[config.mk]
export PLATFORM = sky130hd
export DESIGN_NAME = phy_irq_ctrl
export DESIGN_NICKNAME = d
export VERILOG_FILES = /design/src/rtl/phy_irq_pkg.sv /design/src/rtl/phy_irq_trans.sv /design/src/rtl/phy_irq_bank.sv /design/src/rtl/phy_irq_pin.sv /design/src/rtl/phy_irq_ctrl.sv
export SDC_FILE = /design/constraint.sdc
export NUM_CORES = 1
export LEC_CHECK = 0
export CORE_UTILIZATION = 38
export CTS_CLUSTER_DIAMETER = 200
export CTS_CLUSTER_SIZE = 28
export DETAILED_ROUTE_END_ITERATION = 12
export PLACE_DENSITY = 0.83
export SLEW_MARGIN = 20
export SYNTH_ARGS = -nofsm -noshare
export SYNTH_HDL_FRONTEND = slang
export SYNTH_SLANG_ARGS = --single-unit
[constraint.sdc]
create_clock -name clk -period 2.96 [get_ports clk]
set_clock_uncertainty 0.1 [all_clocks]
set_input_delay 0.888 -clock clk [delete_from_list [all_inputs] [get_ports clk]]
set_output_delay 0.888 -clock clk [all_outputs]
set_load 0.02 [all_outputs]
[src/rtl/phy_irq_pkg.sv]
// Package: shared constants for the transceiver interrupt unit.
// Fixes the number of sources, the register width and the bit position of
// each source inside the status and enable bytes. Assumes one source per bit.
package phy_irq_pkg;
    localparam int SRC_N = 8;
    localparam int REG_W = 2 * SRC_N;

    // Position of each source within a byte (status and enable alike)
    localparam int SB_JAB    = 7;
    localparam int SB_RXERR  = 6;
    localparam int SB_PAGE   = 5;
    localparam int SB_PDF    = 4;
    localparam int SB_LPACK  = 3;
    localparam int SB_LINKDN = 2;
    localparam int SB_RFLT   = 1;
    localparam int SB_ANDONE = 0;

    typedef enum logic [1:0] {
        LNK_FAIL  = 2'b00,
        LNK_READY = 2'b01,
        LNK_OK    = 2'b10,
        LNK_OTHER = 2'b11
    } link_st_e;
endpackage

[src/rtl/phy_irq_trans.sv]
// Module: transition detector for level-type event sources.
// RISE_MODE=1: one-cycle hit when bit 0 of lvl_i goes from 0 to 1.
// RISE_MODE=0: one-cycle hit when lvl_i leaves the code HOLD_CODE.
// The remembered previous value resets to all zeros.
module phy_irq_trans #(
    parameter int          W         = 1,
    parameter bit          RISE_MODE = 1'b1,
    parameter logic [W-1:0] HOLD_CODE = '0
) (
    input  logic         clk,
    input  logic         rst_n,
    input  logic [W-1:0] lvl_i,
    output logic         hit_o
);
    logic [W-1:0] prev_q;

    // Remember the level seen in the previous cycle
    always_ff @(posedge clk) begin
        if (!rst_n) prev_q <= '0;
        else        prev_q <= lvl_i;
    end

    generate
        if (RISE_MODE) begin : g_rise
            logic unused_hi;
            if (W > 1) begin : g_wide
                assign unused_hi = ^{lvl_i[W-1:1], prev_q[W-1:1]};
            end else begin : g_narrow
                assign unused_hi = 1'b0;
            end
            // Rising edge of the least significant bit
            always_comb hit_o = lvl_i[0] & ~prev_q[0];
        end else begin : g_leave
            // Leaving the held code for any other code
            always_comb hit_o = (prev_q == HOLD_CODE) && (lvl_i != HOLD_CODE);
        end
    endgenerate
endmodule

[src/rtl/phy_irq_bank.sv]
// Module: sticky status flags and enable flags, one pair per source.
// Assumes set_i is a one-cycle request per source and rd_clr_i marks a
// register read; a set request wins over a clear in the same cycle.
module phy_irq_bank #(
    parameter int N = 8
) (
    input  logic         clk,
    input  logic         rst_n,
    input  logic [N-1:0] set_i,
    input  logic         rd_clr_i,
    input  logic         en_wr_i,
    input  logic [N-1:0] en_data_i,
    output logic [N-1:0] en_o,
    output logic [N-1:0] st_o
);
    logic [N-1:0] en_q;
    logic [N-1:0] st_q;

    // Enable flags: loaded by the write port
    always_ff @(posedge clk) begin
        if (!rst_n)       en_q <= '0;
        else if (en_wr_i) en_q <= en_data_i;
    end

    // Status flags: one sticky flop per source, set beats clear
    generate
        for (genvar i = 0; i < N; i++) begin : g_flag
            always_ff @(posedge clk) begin
                if (!rst_n)        st_q[i] <= 1'b0;
                else if (set_i[i]) st_q[i] <= 1'b1;
                else if (rd_clr_i) st_q[i] <= 1'b0;
            end
        end
    endgenerate

    assign en_o = en_q;
    assign st_o = st_q;

    // a read clears every flag that had no new event
    assert_read_clears_R4: assert property (@(posedge clk) disable iff (!rst_n)
        rd_clr_i |=> ((st_q & ~$past(set_i)) == '0));
    // without a read, set flags stay set
    assert_sticky_R4: assert property (@(posedge clk) disable iff (!rst_n)
        !rd_clr_i |=> ((st_q & $past(st_q)) == $past(st_q)));
    // an event is captured even during a clearing read
    assert_event_wins_R5: assert property (@(posedge clk) disable iff (!rst_n)
        (|set_i) |=> ((st_q & $past(set_i)) == $past(set_i)));
    // a flag never appears without its event, whatever the enable
    assert_no_spurious_R8: assert property (@(posedge clk) disable iff (!rst_n)
        1'b1 |=> ((st_q & ~$past(st_q) & ~$past(set_i)) == '0));
    // a write loads the enable flags
    assert_enable_load_R3: assert property (@(posedge clk) disable iff (!rst_n)
        en_wr_i |=> (en_q == $past(en_data_i)));
endmodule

[src/rtl/phy_irq_pin.sv]
// Module: interrupt pin driver with a programmable polarity bit.
// Combines enable and status flags into one request and applies the
// polarity held in a local register (reset 0 = active-low).
module phy_irq_pin #(
    parameter int N = 8
) (
    input  logic         clk,
    input  logic         rst_n,
    input  logic         pol_wr_i,
    input  logic         pol_d_i,
    input  logic [N-1:0] en_i,
    input  logic [N-1:0] st_i,
    output logic         irq_o
);
    logic pol_q;
    logic req;

    // Polarity bit: loaded by its own write strobe
    always_ff @(posedge clk) begin
        if (!rst_n)        pol_q <= 1'b0;
        else if (pol_wr_i) pol_q <= pol_d_i;
    end

    // Request when any enabled flag is set; apply polarity
    always_comb begin
        req   = |(en_i & st_i);
        irq_o = pol_q ? req : ~req;
    end

    // the polarity bit changes only through its write strobe
    assert_pol_hold_R10: assert property (@(posedge clk) disable iff (!rst_n)
        !pol_wr_i |=> $stable(pol_q));
    assert_pol_load_R10: assert property (@(posedge clk) disable iff (!rst_n)
        pol_wr_i |=> (pol_q == $past(pol_d_i)));
endmodule

[src/rtl/phy_irq_ctrl.sv]
// Module: top of the transceiver interrupt unit.
// Maps eight event sources onto sticky status flags, masks them with
// enable flags and drives one interrupt pin. Assumes pulse sources are
// one cycle wide; receive error and link state are levels.
module phy_irq_ctrl
    import phy_irq_pkg::*;
(
    input  logic             clk,
    input  logic             rst_n,
    input  logic             jabber_i,
    input  logic             rx_err_i,
    input  logic             page_rx_i,
    input  logic             pd_fault_i,
    input  logic             lp_ack_i,
    input  logic [1:0]       link_state_i,
    input  logic             rem_fault_i,
    input  logic             an_done_i,
    input  logic             rd_stb_i,
    output logic [REG_W-1:0] rd_data_o,
    input  logic             wr_stb_i,
    input  logic [REG_W-1:0] wr_data_i,
    input  logic             pol_wr_i,
    input  logic             pol_high_i,
    output logic             irq_o
);
    logic             rx_rise;
    logic             link_drop;
    logic [SRC_N-1:0] set_vec;
    logic [SRC_N-1:0] en_vec;
    logic [SRC_N-1:0] st_vec;
    logic             unused_wr_lo;

    assign unused_wr_lo = ^wr_data_i[SRC_N-1:0];

    phy_irq_trans #(.W(1), .RISE_MODE(1'b1), .HOLD_CODE(1'b0)) u_rx_edge (
        .clk   (clk),
        .rst_n (rst_n),
        .lvl_i (rx_err_i),
        .hit_o (rx_rise)
    );

    phy_irq_trans #(.W(2), .RISE_MODE(1'b0), .HOLD_CODE(LNK_OK)) u_link_edge (
        .clk   (clk),
        .rst_n (rst_n),
        .lvl_i (link_state_i),
        .hit_o (link_drop)
    );

    // Gather the per-source set requests at their fixed positions
    always_comb begin
        set_vec            = '0;
        set_vec[SB_JAB]    = jabber_i;
        set_vec[SB_RXERR]  = rx_rise;
        set_vec[SB_PAGE]   = page_rx_i;
        set_vec[SB_PDF]    = pd_fault_i;
        set_vec[SB_LPACK]  = lp_ack_i;
        set_vec[SB_LINKDN] = link_drop;
        set_vec[SB_RFLT]   = rem_fault_i;
        set_vec[SB_ANDONE] = an_done_i;
    end

    phy_irq_bank #(.N(SRC_N)) u_bank (
        .clk       (clk),
        .rst_n     (rst_n),
        .set_i     (set_vec),
        .rd_clr_i  (rd_stb_i),
        .en_wr_i   (wr_stb_i),
        .en_data_i (wr_data_i[REG_W-1:SRC_N]),
        .en_o      (en_vec),
        .st_o      (st_vec)
    );

    phy_irq_pin #(.N(SRC_N)) u_pin (
        .clk      (clk),
        .rst_n    (rst_n),
        .pol_wr_i (pol_wr_i),
        .pol_d_i  (pol_high_i),
        .en_i     (en_vec),
        .st_i     (st_vec),
        .irq_o    (irq_o)
    );

    assign rd_data_o = {en_vec, st_vec};

    // the receive-error flag rises only after the input was high
    assert_rx_edge_R6: assert property (@(posedge clk) disable iff (!rst_n)
        (st_vec[SB_RXERR] && !$past(st_vec[SB_RXERR])) |-> $past(rx_err_i));
    // the link flag rises only after a non-OK state was presented
    assert_link_drop_R7: assert property (@(posedge clk) disable iff (!rst_n)
        (st_vec[SB_LINKDN] && !$past(st_vec[SB_LINKDN])) |-> ($past(link_state_i) != LNK_OK));
endmodule

==> metrics.cfg, run 1 <==
[run_status]
result_of_the_run=complete, no violations

[yosys]
synth_area_per_cell_um2=10.9
synth_xor_xnor_area_share=0.0115
synth-edff-count=0
yosys.area_share.adder=0
synth_top_family_by_area=simple AND/OR/NAND/NOR gates
synthSimpleGateAreaFrac=0.190
post-synth-top-count-cell=sky130_fd_sc_hd__dfxtp_1
synth_compound_area_frac=0.123
ys_async_sr_fraction=0
syn_inst=70
synth_cell_type_count=17
synthTopCellsByCount=20 x sky130_fd_sc_hd__dfxtp_1, 15 x sky130_fd_sc_hd__nor2b_1, 9 x sky130_fd_sc_hd__mux2i_1
synth_nets=101
synth.ff_latch_count=20
synth.top_cells.by_area=sky130_fd_sc_hd__dfxtp_1 53%, sky130_fd_sc_hd__nor2b_1 12%, sky130_fd_sc_hd__mux2i_1 12%
post_synth_mux_area_share=0.118
netlist_area_um2=762
synth_top_area_cell=sky130_fd_sc_hd__dfxtp_1
seq_area_frac_synth=0.525
synth-warning-count=0
synth_largest_type_area_fraction=0.525
dominantRegCellSynth=sky130_fd_sc_hd__dfxtp_1

[cts]
cts_buffer_depth=2
postcts_setup_bufs=0
clk_root_buffer_cell=sky130_fd_sc_hd__clkbuf_4
cts_hold_buffers=0
cts_inserted_buffers=3
clock_latency_ps=300
cts_num_sinks=20
htree_num_levels=1
cts_tree=yes
cts_repair_resize_count=0
cts.clk_slew.worst_paths_ps=100

[flow_run]
drv.max_cap_violation_count=0

[worst_setup_path]
endpoint_kind=output port
worst_setup_path_start_kind=flip-flop
crit_fanout=3
critical_path_arrival_ps=1770
cp_cell_sequence=a22oi_1 -> nand4_1 -> xnor2_1 -> clkdlybuf4s50_1
cp_data_required_time_ps=1970
slowest_stage=sky130_fd_sc_hd__clkdlybuf4s50_1
setup.reg_to_reg.worst_slack_ps=2090
crit_family=buffers and inverters
max_stage_delay_ps=620
critPathBufInv=1
criticalPathCategory=reg -> out

[layout]
insertedDiodeCount=0
finalInstanceArea_um2=1190
finish.net_count=142
final_layout_size_suffix_gt1_frac=0.0367
syn_to_final_growth_pct=56.2
fillerInstances=149

[floorplan]
std_cell_rows=15
coreArea_um2=1800
die_y_um=46.8
die_area_um2=2190
floorplan.initialDensity=0.423
design.portCount=48
dieWidth_um=46.8

[timing]
maxSlewViolCount=0
grt_setup_unrepaired=no
final.setup.tns_ps=0
finalCriticalPeriod_ps=2760
max_slew_margin=0.641
max_freq_mhz=363
finalSetupViolations=0
worst_pin_slew_ps=537
final-hold-violation-count=0
period_share=0.931

[power]
power_frac_clock=0.229
power.share.switching=0.250
irDropWorstVdd_uv=252
p_int_w=0.000405
power_per_unit_of_standard_cell_area_nw_per_um2=454
leakage_nw=0.461
share_seq_of_total_power=0.550
power_frac_comb=0.221
net-switching-power_w=0.000135

[grt]
grt_util_all_layers=0.167
grt_overflow=0
antenna_violations_before_repair=0
wire_length_of_the_first_global_routing_pass_um=2400
grt_start_max_net_pins=21
grt_pass1_vias=554

[route]
drt_iter0_markers=6
ant_nets=0
mean_number_of_vias_per_cell=4.71
route.final.wire_length_um=1690
drc=0
wl_per_cell_um=12.6
drt-pass1-iter-count=4
num_vias=631

[placed_design]
dpl-instance-area_um2=1170
port_buffers=39
gp_congestion=0.724

[min_path]
holdCritPathClass=reg -> reg

-- layer usage --
layer  vias up  wire, µm  GRT usage  share of wire
met5         -         0          0              0
met4         0        28      0.103          0.017
met3         2       106     0.0500          0.063
met2        27       848      0.272           0.50
met1       287       711      0.193           0.42
li1        315         -          -              -
-- layout by cell type, fill, tap and decap left out --
| cell type | n |
|---|---|
| sky130_fd_sc_hd__clkdlybuf4s50_1 | 39 |
| sky130_fd_sc_hd__dfxtp_1 | 20 |
| sky130_fd_sc_hd__nor2b_1 | 15 |
| sky130_fd_sc_hd__mux2i_1 | 9 |
| sky130_fd_sc_hd__o21a_1 | 6 |
| sky130_fd_sc_hd__and2_1 | 4 |
| sky130_fd_sc_hd__a22oi_1 | 3 |
| sky130_fd_sc_hd__clkbuf_4 | 3 |
| sky130_fd_sc_hd__inv_1 | 2 |
| sky130_fd_sc_hd__nand2b_1 | 2 |
| sky130_fd_sc_hd__a22oi_2 | 1 |
| sky130_fd_sc_hd__nand4_1 | 1 |
| sky130_fd_sc_hd__xnor2_1 | 1 |
| sky130_fd_sc_hd__o22ai_1 | 1 |
| sky130_fd_sc_hd__nand3b_1 | 1 |
| sky130_fd_sc_hd__a21boi_1 | 1 |
-- worst paths after layout --
| kind | end | cells after the start | startpoint |
|---|---|---|---|
| worst min register to register | u_bank.st_o[2] | 2 | u_link_edge.prev_q[1] |
| worst max-delay path | irq_o | 4 | u_bank.st_o[7] |
| worst min-delay path | u_bank.st_o[2] | 2 | u_link_edge.prev_q[1] |
| worst max register to register | u_bank.st_o[6] | 3 | u_bank.st_o[6] |
-- flip-flops by register name, indices dropped and copies added (netlist names) --
signal,count
u_rx_edge.prev_q,1
u_bank.en_o,8
u_bank.st_o,8
u_link_edge.prev_q,2
u_pin.pol_q,1
-- tightest hold or removal path, delay by kind of cell (launching register included) --
family | cells | cell delay [ps]
AND/OR/NAND/NOR | 1 | 70
AO/OA/AOI/OAI | 1 | 60
flip-flops | 1 | 310
-- power groups by stage --
stage | Combinational (W) | Clock [W] | Sequential, W
after detailed placement | 0.000120 | 0 | 0.000304
after global placement | 0.000119 | 0 | 0.000302
after floorplan | 0.0000383 | 0 | 0.000318
after global routing | 0.000128 | 0.000140 | 0.000299
after CTS | 0.000121 | 0.000131 | 0.000298
final | 0.000119 | 0.000124 | 0.000297
-- area by class of cell --
type                       count  area, µm²  area share
multi-input combinational     45        338       0.284
inverter                       2       7.51     0.00631
clock buffer                   3       22.5      0.0189
sequential                    20        400       0.336
tap                           25       31.3      0.0263
timing repair buffer          39        390       0.328
-- through the flow --
step | hold slack [ps] | std cells | power, W | worst slack [ps] | util
floorplan | 347 | 70 | 0.000356 | 900 | -
global placement | 355 | 131 | 0.000421 | 546 | 0.648
detailed placement | 365 | 131 | 0.000424 | 523 | 0.648
CTS | 380 | 134 | 0.000549 | 182 | 0.660
global route | 391 | 134 | 0.000567 | 82.3 | 0.660
finish | 376 | 134 | 0.000540 | 204 | 0.660
-- logic make-up (layout without fill, tap and decap cells) --
family | after synthesis | count (layout)
simple gates | 23 | 23
flops | 20 | 20
compound gates | 12 | 12
mux | 9 | 9
buf+inv | 5 | 44
xor+xnor | 1 | 1
(Power assumes the default switching activity.)
==> run 2: changes to the inputs <==
--- a/config.mk
+++ b/config.mk
@@ -5,11 +5,11 @@
 export SDC_FILE = /design/constraint.sdc
 export NUM_CORES = 1
 export LEC_CHECK = 0
-export CORE_UTILIZATION = 38
+export CORE_UTILIZATION = 30
 export CTS_CLUSTER_DIAMETER = 200
 export CTS_CLUSTER_SIZE = 28
 export DETAILED_ROUTE_END_ITERATION = 12
-export PLACE_DENSITY = 0.83
+export PLACE_DENSITY = 0.68
 export SLEW_MARGIN = 20
 export SYNTH_ARGS = -nofsm -noshare
 export SYNTH_HDL_FRONTEND = slang
==> run 2 against run 1 <==
First-iteration DRC count decreased by 83%. Final cell count increased by 3.0%. Setup slack improved by 21 ps. Fmax increased by 0.76%. Final area increased by 2.8%. Critical endpoint unchanged. Largest cell class unchanged.
==> metrics.cfg, run 2 (synthesis gave the netlist of run 1 again) <==
[floorplan]
design.portCount=48  ; unchanged
die_y_um=52.4  ; +12%
dieWidth_um=52.4  ; +12%
coreArea_um2=2300  ; +27%
die_area_um2=2750  ; +25%
std_cell_rows=17  ; +2
floorplan.initialDensity=0.332  ; -0.0912

[cts]
cts_tree=yes
postcts_setup_bufs=0  ; unchanged
clk_root_buffer_cell=sky130_fd_sc_hd__clkbuf_4
cts_buffer_depth=2  ; unchanged
clock_latency_ps=290  ; about the same
cts_repair_resize_count=0  ; unchanged
htree_num_levels=1  ; unchanged
cts_inserted_buffers=3  ; unchanged
cts_num_sinks=20  ; unchanged
cts.clk_slew.worst_paths_ps=120  ; +20 ps
cts_hold_buffers=0  ; unchanged

[power]
leakage_nw=0.475  ; +3.1%
irDropWorstVdd_uv=301  ; +20%
power_per_unit_of_standard_cell_area_nw_per_um2=522  ; +15%

[placed_design]
place_hpwl_um=1360
gp_congestion=0.731  ; +0.90%
dpl-instance-area_um2=1170  ; +0.32%
port_buffers=39  ; unchanged

[timing]
period_share=0.924  ; -0.00706
max_freq_mhz=366  ; +0.76%
finalSetupViolations=0  ; unchanged
maxSlewViolCount=0  ; unchanged
final-hold-violation-count=0  ; unchanged
worst_pin_slew_ps=579  ; +42.3 ps
finalCriticalPeriod_ps=2730  ; -20.9 ps
max_slew_margin=0.613  ; -0.0283
grt_setup_unrepaired=no
final.setup.tns_ps=0  ; unchanged

[layout]
layout.cells.most_common_list=39 x sky130_fd_sc_hd__clkdlybuf4s50_1, 20 x sky130_fd_sc_hd__dfxtp_1, 15 x sky130_fd_sc_hd__nor2b_1, 9 x sky130_fd_sc_hd__mux2i_1, 6 x sky130_fd_sc_hd__o21a_1
fillerInstances=226  ; +52%
sequential_cell_area_um2=400  ; unchanged
postLayoutCoreUtil=0.533  ; -0.128
finish.net_count=142  ; unchanged
final_common_cell=sky130_fd_sc_hd__clkdlybuf4s50_1
syn_to_final_growth_pct=60.6
insertedDiodeCount=0  ; unchanged
area_occupied_by_multi_input_gates_um2=338  ; unchanged
finalInstanceArea_um2=1220  ; +2.8%
final_layout_size_suffix_gt1_frac=0.0455  ; +0.00876

[grt]
wire_length_of_the_first_global_routing_pass_um=2820  ; +17%
grt_pass1_vias=606  ; +9.4%
grt_util_all_layers=0.147  ; -0.0206
antenna_violations_before_repair=0  ; unchanged
grt_start_max_net_pins=21  ; unchanged
grt_overflow=0  ; unchanged

[worst_setup_path]
critical_path_arrival_ps=1750  ; -20 ps
crit_fanout=3  ; unchanged
cp_data_required_time_ps=1970  ; about the same
worst_setup_path_start_kind=flip-flop
endpoint_kind=output port
criticalPathCategory=reg -> out

[min_path]
holdCritPathClass=reg -> reg

[route]
ant_nets=0  ; unchanged
mean_number_of_vias_per_cell=4.57  ; -3.1%
drc=0  ; unchanged
route.final.wire_length_um=1820  ; +7.4%
wl_per_cell_um=13.2  ; +4.3%
num_vias=630  ; -0.16%
drt_iter0_markers=1  ; -5
drt-pass1-iter-count=3  ; -1

[flow_run]
drv.max_cap_violation_count=0  ; unchanged

[run_status]
result_of_the_run=complete, no violations

[run 2: cell types whose count changed in the layout (fill, tap and decap cells not counted)]
| cell | before | now |
|---|---|---|
| sky130_fd_sc_hd__bufinv_16 | 0 | 1 |
[run 2: metrics by stage]
step | setup slack, ps | total power (W) | cells | hold slack, ps
final | 225 | 0.000639 | 138 | 380
after global routing | 124 | 0.000666 | 138 | 401
after CTS | 201 | 0.000645 | 138 | 387
after detailed placement | 554 | 0.000425 | 134 | 370
after global placement | 543 | 0.000422 | 134 | 354
after floorplan | 900 | 0.000356 | 70 | 347
[run 2: area by class of cell]
class                      instances  share of cell area
tap                               28              0.0286
sequential                        20               0.327
clock buffer                       3              0.0184
inverter                           2             0.00613
timing repair buffer              39               0.319
multi-input combinational         45               0.276
clock inverter                     1              0.0245
[run 2: report_power, final]
part	switching [W]	total [W]	internal, W
clock	0.0000848	0.000222	0.000137
sequential	0.0000116	0.000297	0.000286
combinational	0.0000476	0.000120	0.0000724
total	0.000144	0.000639	0.000495
[run 2: worst max-delay path, stage by stage, from the launching register on]
cell	delay, ps
sky130_fd_sc_hd__dfxtp_1	340
sky130_fd_sc_hd__a22oi_1	200
sky130_fd_sc_hd__nand4_1	140
sky130_fd_sc_hd__xnor2_1	150
sky130_fd_sc_hd__clkdlybuf4s50_1	610
[run 2: per-layer routing]
layer  vias up  part of all wire  global-route usage
met2        26              0.48               0.238
li1        313                 -                   -
met5         -                 0                   0
met3         6             0.069              0.0435
met1       285              0.42               0.162
met4         0             0.031               0.101
[run 2: path summary, 6_finish.rpt]
kind | startpoint | to | slack [ps] | cells after the start
setup / recovery | u_bank.st_o[4] | irq_o | 230 | 4
hold / removal | u_link_edge.prev_q[1] | u_bank.st_o[2] | 380 | 2
hold reg to reg | u_link_edge.prev_q[1] | u_bank.st_o[2] | 380 | 2
setup reg to reg | u_bank.st_o[6] | u_bank.st_o[6] | 2080 | 3
==> run 3: changes to the inputs <==
--- a/config.mk
+++ b/config.mk
@@ -9,7 +9,7 @@
 export CTS_CLUSTER_DIAMETER = 200
 export CTS_CLUSTER_SIZE = 28
 export DETAILED_ROUTE_END_ITERATION = 12
-export PLACE_DENSITY = 0.68
+export PLACE_DENSITY = 0.7
 export SLEW_MARGIN = 20
 export SYNTH_ARGS = -nofsm -noshare
 export SYNTH_HDL_FRONTEND = slang
==> constraint.sdc (replaced) <==
create_clock -name clk -period 2.5 [get_ports clk]
set_clock_uncertainty 0.1 [all_clocks]
set_input_delay 0.75 -clock clk [delete_from_list [all_inputs] [get_ports clk]]
set_output_delay 0.75 -clock clk [all_outputs]
set_load 0.02 [all_outputs]
==> run 3 against run 2 <==
Largest cell class unchanged. Count of clock-buffer cells in the layout unchanged. Critical path depth unchanged. Via count decreased by 0.32%. Wire length decreased by 9.4%. Core utilization decreased by 1.4 points. Non-clock buffer count unchanged. Critical endpoint unchanged. Combinational power increased by 16%. Die area unchanged. Clock power decreased by 36%.
==> metrics.cfg, run 3 (synthesis gave the netlist of run 1 again) <==
[run_status]
result_of_the_run=complete, no violations

[placed_design]
port_buffers=39  ; unchanged
place_inst=134  ; unchanged
dpl-instance-area_um2=1170  ; unchanged
gp_congestion=0.725  ; -0.70%

[worst_setup_path]
endpoint_kind=output port
max_stage_delay_ps=340  ; -270 ps
setup.reg_to_reg.worst_slack_ps=1640  ; -440 ps
critPathCapture=irq_o
r2r.worst_path.cells=3  ; unchanged
timing.rr.start=u_bank.st_o[6]
cp-startpoint=u_bank.st_o[7]
timing.rr.end=u_bank.st_o[6]
crit_fanout=3  ; unchanged
slowest_stage=sky130_fd_sc_hd__dfxtp_1
worst_setup_path_start_kind=flip-flop
critical_path_arrival_ps=1450  ; -300 ps
criticalPathCategory=reg -> out
cp_cell_sequence=a22oi_1 -> nand4_1 -> xnor2_1 -> dlygate4sd2_1
cp_data_required_time_ps=1650  ; -320 ps

[min_path]
timing.hold.worst_path_depth=2  ; unchanged
holdCritPathClass=reg -> reg

[floorplan]
design.portCount=48  ; unchanged
die_area_um2=2750  ; unchanged
die_y_um=52.4  ; unchanged
floorplan.initialDensity=0.332  ; unchanged
dieWidth_um=52.4  ; unchanged
coreArea_um2=2300  ; unchanged
std_cell_rows=17  ; unchanged

[timing]
grt_setup_unrepaired=no
maxSlewViolCount=0  ; unchanged
max_slew_margin=0.613  ; about the same
finalCriticalPeriod_ps=2300
worst_pin_slew_ps=579  ; -0.760 ps
max_freq_mhz=435
period_share=0.921
finalSetupViolations=0  ; unchanged
final-hold-violation-count=0  ; unchanged
final.setup.tns_ps=0  ; unchanged

[cts]
htree_num_levels=1  ; unchanged
cts_inserted_buffers=3  ; unchanged
cts_tree=yes
cts.clk_slew.worst_paths_ps=100  ; -20 ps
clk_root_buffer_cell=sky130_fd_sc_hd__clkbuf_4
cts_buffer_depth=2  ; unchanged
clock_latency_ps=280  ; about the same
cts_num_sinks=20  ; unchanged

[layout]
insertedDiodeCount=0  ; unchanged
finalInstanceArea_um2=1190  ; -2.6%
postLayoutCoreUtil=0.519  ; -0.0136
layout.cells.most_common_list=38 x sky130_fd_sc_hd__clkdlybuf4s50_1, 20 x sky130_fd_sc_hd__dfxtp_1, 15 x sky130_fd_sc_hd__nor2b_1, 9 x sky130_fd_sc_hd__mux2i_1, 6 x sky130_fd_sc_hd__o21a_1
syn_to_final_growth_pct=56.5
final_common_cell=sky130_fd_sc_hd__clkdlybuf4s50_1
finish.net_count=142  ; unchanged
final_layout_size_suffix_gt1_frac=0.0367  ; -0.00876
layout.cells.non_filler=137  ; -0.72%

[power]
leakage_nw=0.461  ; -2.9%
power_per_unit_of_standard_cell_area_nw_per_um2=532  ; +1.8%
irDropWorstVdd_uv=253  ; -16%

[route]
drc=0  ; unchanged
wl_per_cell_um=12.0  ; -8.7%
route.final.wire_length_um=1650  ; -9.4%
ant_nets=0  ; unchanged
num_vias=628  ; -0.32%
mean_number_of_vias_per_cell=4.58  ; +0.41%
drt-pass1-iter-count=2  ; -1
drt_iter0_markers=3  ; +2

[grt]
grt_pass1_vias=579  ; -4.5%
wire_length_of_the_first_global_routing_pass_um=2500  ; -11%
antenna_violations_before_repair=0  ; unchanged
grt_start_max_net_pins=21  ; unchanged
grt_util_all_layers=0.125  ; -0.0218
grt_overflow=0  ; unchanged

[flow_run]
drv.max_cap_violation_count=0  ; unchanged

-- run 3: worst min path at each step --
stage	slack [ps]	start	end
finish	380	u_link_edge.prev_q[1]	u_bank.st_o[2]
floorplan	350	u_link_edge.prev_q[1]	u_bank.st_o[2]
global route	420	u_link_edge.prev_q[1]	u_bank.st_o[2]
detailed placement	360	u_link_edge.prev_q[1]	u_bank.st_o[2]
CTS	380	u_link_edge.prev_q[1]	u_bank.st_o[2]
global placement	350	u_link_edge.prev_q[1]	u_bank.st_o[2]
-- run 3: layer usage --
layer / vias up / track usage / routed length (µm)
li1: 315 / - / -
met1: 287 / 0.156 / 763
met2: 24 / 0.203 / 735
met3: 2 / 0.0377 / 143
met4: 0 / 0.0395 / 6
met5: - / 0 / 0
-- run 3: through the flow --
step / power [W] / worst slack, ps / hold slack, ps
after floorplan: 0.000421 / 578 / 347
after global placement: 0.000500 / 230 / 353
after detailed placement: 0.000502 / 216 / 364
after CTS: 0.000644 / 167 / 379
after global routing: 0.000666 / 87.1 / 419
final: 0.000634 / 199 / 375
-- run 3: worst max-delay path: cells and delay by family, from the launching register on --
kind | cells | cell delay, ps
flip-flops | 1 | 340
XOR/XNOR | 1 | 130
AO/OA/AOI/OAI | 1 | 210
AND/OR/NAND/NOR | 1 | 140
buffers and inverters | 1 | 340
-- run 3: area by class of cell --
class / count / area [µm²]
Fill cell: 225 / 1100
Sequential cell: 20 / 400
Clock buffer: 3 / 22.5
Multi-Input combinational cell: 45 / 338
Inverter: 2 / 7.51
Tap cell: 28 / 35.0
Timing Repair Buffer: 39 / 389
-- run 3: power breakdown --
part	total (W)	internal, W	switching (W)
combinational	0.000139	0.0000834	0.0000556
clock	0.000143	0.0000558	0.0000876
sequential	0.000351	0.000338	0.0000134
total	0.000634	0.000477	0.000157
-- run 3: what timing repair did --
action,CTS,global route
buffers inserted,0,0
hold buffers,0,0
endpoints found under the setup margin,1,0
gates resized for setup,1,0
